`src/rtl/isa_dec_pkg.sv`:
```
package isa_dec_pkg;

  // True when a lies in the half-open range [base, base+size).
  function automatic logic in_window(logic [31:0] a, logic [31:0] base, logic [31:0] size);
    logic [31:0] off;
    off = a - base;
    return (a >= base) && (off < size);
  endfunction

endpackage

```
`src/rtl/upper_addr_latch.sv`:
```
module upper_addr_latch #(
  parameter int W = 7
) (
  input  logic         clk,
  input  logic         rst_n,
  input  logic         strobe,
  input  logic [W-1:0] d,
  output logic [W-1:0] q
);

  always_ff @(posedge clk or negedge rst_n) begin
    if (!rst_n)      q <= '0;
    else if (strobe) q <= d;
  end

  // follows the bus while the strobe is high
  a_r2_capture: assert property (@(posedge clk) disable iff (!rst_n)
    strobe |=> (q == $past(d)));
  // frozen while the strobe is low
  a_r3_hold: assert property (@(posedge clk) disable iff (!rst_n)
    !strobe |=> $stable(q));

endmodule

```
`src/rtl/window_match.sv`:
```
module window_match #(
  parameter int           AW   = 16,
  parameter logic [31:0]  BASE = 32'h300,
  parameter logic [31:0]  SIZE = 32'h10
) (
  input  logic [AW-1:0] addr,
  output logic          hit
);

  logic [31:0] addr_ext;
  assign addr_ext = 32'(addr);
  assign hit = isa_dec_pkg::in_window(addr_ext, BASE, SIZE);

endmodule

```
`src/rtl/isa_card_decoder.sv`:
```
module isa_card_decoder #(
  parameter int              UP_W     = 7,
  parameter int              LO_W     = 20,
  parameter int              MEM_AW   = 24,
  parameter int              IO_AW    = 16,
  parameter logic [MEM_AW-1:0] MEM_BASE = 24'h0D0000,
  parameter logic [MEM_AW-1:0] MEM_SIZE = 24'h010000,
  parameter logic [IO_AW-1:0]  IO_BASE  = 16'h0300,
  parameter logic [IO_AW-1:0]  IO_SIZE  = 16'h0010
) (
  input  logic              clk,
  input  logic              rst_n,
  input  logic [UP_W-1:0]   la_hi,
  input  logic [LO_W-1:0]   sa_lo,
  input  logic              ale,
  input  logic              aen,
  input  logic              refresh_n,
  input  logic              memr_n,
  input  logic              memw_n,
  input  logic              ior_n,
  input  logic              iow_n,
  output logic              mem_sel,
  output logic              io_sel,
  output logic [MEM_AW-1:0] addr_lat
);

  localparam int KEEP_LO = MEM_AW - UP_W;

  logic [UP_W-1:0] hi_q;
  logic            mem_hit, io_hit;
  logic            mem_cmd, io_cmd, rfsh;
  logic            mem_go, io_go;

  upper_addr_latch #(.W(UP_W)) u_hi (
    .clk(clk), .rst_n(rst_n), .strobe(ale), .d(la_hi), .q(hi_q)
  );

  assign addr_lat = {hi_q, sa_lo[KEEP_LO-1:0]};

  window_match #(.AW(MEM_AW), .BASE(32'(MEM_BASE)), .SIZE(32'(MEM_SIZE))) u_mem_win (
    .addr(addr_lat), .hit(mem_hit)
  );

  window_match #(.AW(IO_AW), .BASE(32'(IO_BASE)), .SIZE(32'(IO_SIZE))) u_io_win (
    .addr(sa_lo[IO_AW-1:0]), .hit(io_hit)
  );

  assign mem_cmd = !memr_n || !memw_n;
  assign io_cmd  = !ior_n  || !iow_n;
  assign rfsh    = !refresh_n;
  assign mem_go  = mem_hit && mem_cmd && !rfsh;
  assign io_go   = io_hit && io_cmd && !aen && !rfsh;

  always_ff @(posedge clk or negedge rst_n) begin
    if (!rst_n) begin
      mem_sel <= 1'b0;
      io_sel  <= 1'b0;
    end else begin
      mem_sel <= mem_go;
      io_sel  <= io_go;
    end
  end

  // refresh leaves both selects off
  a_r9_refresh_blocks: assert property (@(posedge clk) disable iff (!rst_n)
    rfsh |=> (!mem_sel && !io_sel));
  // bus owned by DMA/refresh keeps I/O select off
  a_r8_aen_blocks_io: assert property (@(posedge clk) disable iff (!rst_n)
    aen |=> !io_sel);
  // selects drop one clock after their command ends
  a_r10_mem_drop: assert property (@(posedge clk) disable iff (!rst_n)
    !mem_cmd |=> !mem_sel);
  a_r10_io_drop: assert property (@(posedge clk) disable iff (!rst_n)
    !io_cmd |=> !io_sel);
  // a memory select always follows an in-window command
  a_r5_mem_cause: assert property (@(posedge clk) disable iff (!rst_n)
    $rose(mem_sel) |-> $past(mem_hit && mem_cmd));

endmodule

```
`config.mk`:
```
export PLATFORM = sky130hd
export DESIGN_NAME = isa_card_decoder
export DESIGN_NICKNAME = d
export VERILOG_FILES = /design/src/rtl/isa_dec_pkg.sv /design/src/rtl/upper_addr_latch.sv /design/src/rtl/window_match.sv /design/src/rtl/isa_card_decoder.sv
export SDC_FILE = /design/constraint.sdc
export NUM_CORES = 1
export LEC_CHECK = 0
export BUFFER_PORTS_ARGS = -buffer_cell sky130_fd_sc_hd__buf_2
export CORE_MARGIN = 2
export CORE_UTILIZATION = 31
export DETAILED_ROUTE_END_ITERATION = 8
export PLACE_DENSITY = 0.77
export REMOVE_ABC_BUFFERS = 1
export SYNTH_ARGS = -nofsm -noshare
export SYNTH_HDL_FRONTEND = slang
export SYNTH_SLANG_ARGS = --single-unit
```
`constraint.sdc`:
```
create_clock -name clk -period 1.4 [get_ports clk]
set_input_delay 0.07 -clock clk [delete_from_list [all_inputs] [get_ports clk]]
set_output_delay 0.07 -clock clk [all_outputs]
set_load 0.02 [all_outputs]
```
==> impl_metrics.toml <==
[floorplanning]
pin_count = 62
dieWidth_um = 44.7
core_area_um2 = 1520
die-area_um2 = 2000
rows = 14
initial_core_util_pct = 33.7
fp.dieH_um = 44.7

[worst_setup_path]
critPathLaunchType = "register"
path_cells = "or4b_4 > a2111oi_4"
cp.arrival_ns = 1.47
critPathTopFamily = "simple AND/OR/NAND/NOR gates"
critPathRequiredTime_ns = 1.56
r2r-end = "mem_sel$_DFF_PN0_"
crit_path_max_fanout = 3
critical_path_buf_inv_count = 0
startpoint = "u_hi.q[5]$_DFFE_PN0P_"
slowest_delay_ns = 0.55
slowest_stage = "or4b_4"
ff2ff_path_depth = 2
r2r_slack_ns = 0.09
crit_path_end_kind = "register"
crit_cells = 2
worstSetupPathType = "reg2reg"
rr_startpoint = "u_hi.q[5]$_DFFE_PN0P_"
endpoint = "mem_sel$_DFF_PN0_"

[clock_network]
clock_latency_ns = 0.26
cts_inserted_buffers = 3
root_buffer = "clkbuf_4"
cts_tree = "yes"
clk_pin_slew_ns = 0.06
cts.htree.levels = 1
cts_sinks = 9
clock_path_buffers = 2

[logic_synthesis]
synth_cell_type_count = 13
seq_area_frac_synth_pct = 43.8
netlist_top_cells_count = "buf_4 (17), dfrtp_1 (9), mux2_2 (6)"
yosysMostFrequentCell = "buf_4"
netlist_instances = 43
yosys_warnings = 0
ys_ff_latch = 9
synth_ff_type = "dfrtp_1"
async_flop_share_pct = 100
yosys.area.top_type = "dfrtp_1"
synth_top_cell_area_share_pct = 43.8
yosys-top-cells-area = "dfrtp_1 (44%), buf_4 (25%), mux2_2 (13%)"
syn_avg_cell_area_um2 = 12.0
synth-edff-count = 0
netlist_area_um2 = 514

[flow_run]
drv_cap = 0

[power_and_ir_drop]
vdd_drop_max_mv = 0.549
leakage_uw = 0.000380
powerDensity_nw_per_um2 = 932

[global_route]
antenna_found_initial = 0
use_met3_pct = 10.8
grt.busiest_layer = "met2"
grt_max_degree = 10
grt_pass1_vias = 404
overflow = 0
grt_use_total_pct = 13.5
grtUsageMet2_pct = 18.3
use_met1_pct = 16.2
grt_first_pass_wirelength_mm = 1.88

[drt]
wl_per_cell_um = 12.7
drt-initial-drc-count = 2
drt_wl_total_mm = 1.25
postRouteAntennaNets = 0
firstDrtPassIters = 2
via_per_inst = 4.52
vias = 443
drc_errors = 0

[cells_and_area]
area_growth_pct = 41.1
utilization_pct = 47.6
n_antenna_cell = 0
layout-drive-gt1-share_pct = 74.4
fillers = 148
fin_nets = 119

[worst_hold_path]
min_path_type = "in2reg"

[timing]
grt_setup_unrepaired = "no"
worst_slew_pin_slew_ns = 0.229
fin_crit_sh_pct = 93.3
hold_violations = 0
fmax_mhz = 766
period_needed_ns = 1.31
maxSlewHeadroom_pct = 84.6
setup_viol = 0
fin_tns_setup_ns = 0
clock_skew_ns = 0.00345
maxSlewViolCount = 0

[placement]
gp_congestion = 0.682
port_buffers = 50

[outcome]
status = "finished clean"
kinds of logic (layout without fill, tap and decap cells):
group | count (synthesis) | after routing | share of synthesized area [%]
flops | 9 | 9 | 43.8
compound gates | 2 | 2 | 4.62
simple gates | 7 | 7 | 10.7
mux | 7 | 7 | 15.3
buf+inv | 18 | 57 | 25.5
worst register-to-register path, cell delays in order, from the launching register on:
cell       delay [ns]
dfrtp_1          0.39
or4b_4           0.55
a2111oi_4        0.27
layout make-up:
class                      instances  area (um2)  share of cell area (%)
sequential                         9         225                    31.0
tap                               16        20.0                    2.76
multi-input combinational         16         174                    24.0
timing repair buffer              53         280                    38.6
clock buffer                       4        26.3                    3.62
state kept, by name, indices dropped and copies added, names as in the netlist:
signal   flops
u_hi.q       7
mem_sel      1
io_sel       1
how the worst min path moves through the flow:
stage | start | endpoint | depth (start not counted)
after floorplan | rst_n | io_sel$_DFF_PN0_ | 0
after global placement | rst_n | io_sel$_DFF_PN0_ | 1
after detailed placement | rst_n | io_sel$_DFF_PN0_ | 1
after CTS | la_hi[2] | u_hi.q[2]$_DFFE_PN0P_ | 2
after global routing | la_hi[2] | u_hi.q[2]$_DFFE_PN0P_ | 2
final | la_hi[2] | u_hi.q[2]$_DFFE_PN0P_ | 2
per-stage QoR:
| step | hold slack [ns] | instances | total power [uW] | cell area (um2) | worst slack, ns |
|---|---|---|---|---|---|
| final | 0.0311 | 98 | 677 | 726 | 0.0941 |
| after CTS | 0.0260 | 98 | 682 | 709 | 0.0785 |
| after detailed placement | -0.0686 | 91 | 475 | 653 | 0.0910 |
| after floorplan | -0.226 | 25 | 353 | 383 | 0.0387 |
| after global placement | -0.0734 | 91 | 472 | 653 | 0.122 |
| after global routing | 0.0313 | 98 | 716 | 726 | 0.0241 |
metal layers:
| layer | wire length [um] | vias to the layer above |
|---|---|---|
| met5 | 0 | - |
| met4 | 0 | 0 |
| met3 | 182 | 0 |
| met2 | 600 | 21 |
| met1 | 465 | 208 |
| li1 | - | 214 |
placed cells by master, fill, tap and decap left out, types with 2 or more instances in the layout:
| cell type | count |
|---|---|
| buf_2 | 50 |
| clkbuf_4 | 3 |
| dfrtp_1 | 9 |
| dlygate4sd3_1 | 3 |
| mux2_2 | 6 |
| or4_1 | 2 |
what timing repair did:
item,CTS,global route
hold endpoints to repair,10,0
setup endpoints to repair,0,1
gates resized for setup,0,2
hold buffers,3,0
setup buffers,0,0
where the power goes:
part	switching [uW]	internal, uW
logic	101	85.2
registers	12.8	281
clock network	87.2	110
Power figures use the tool's default switching activity.
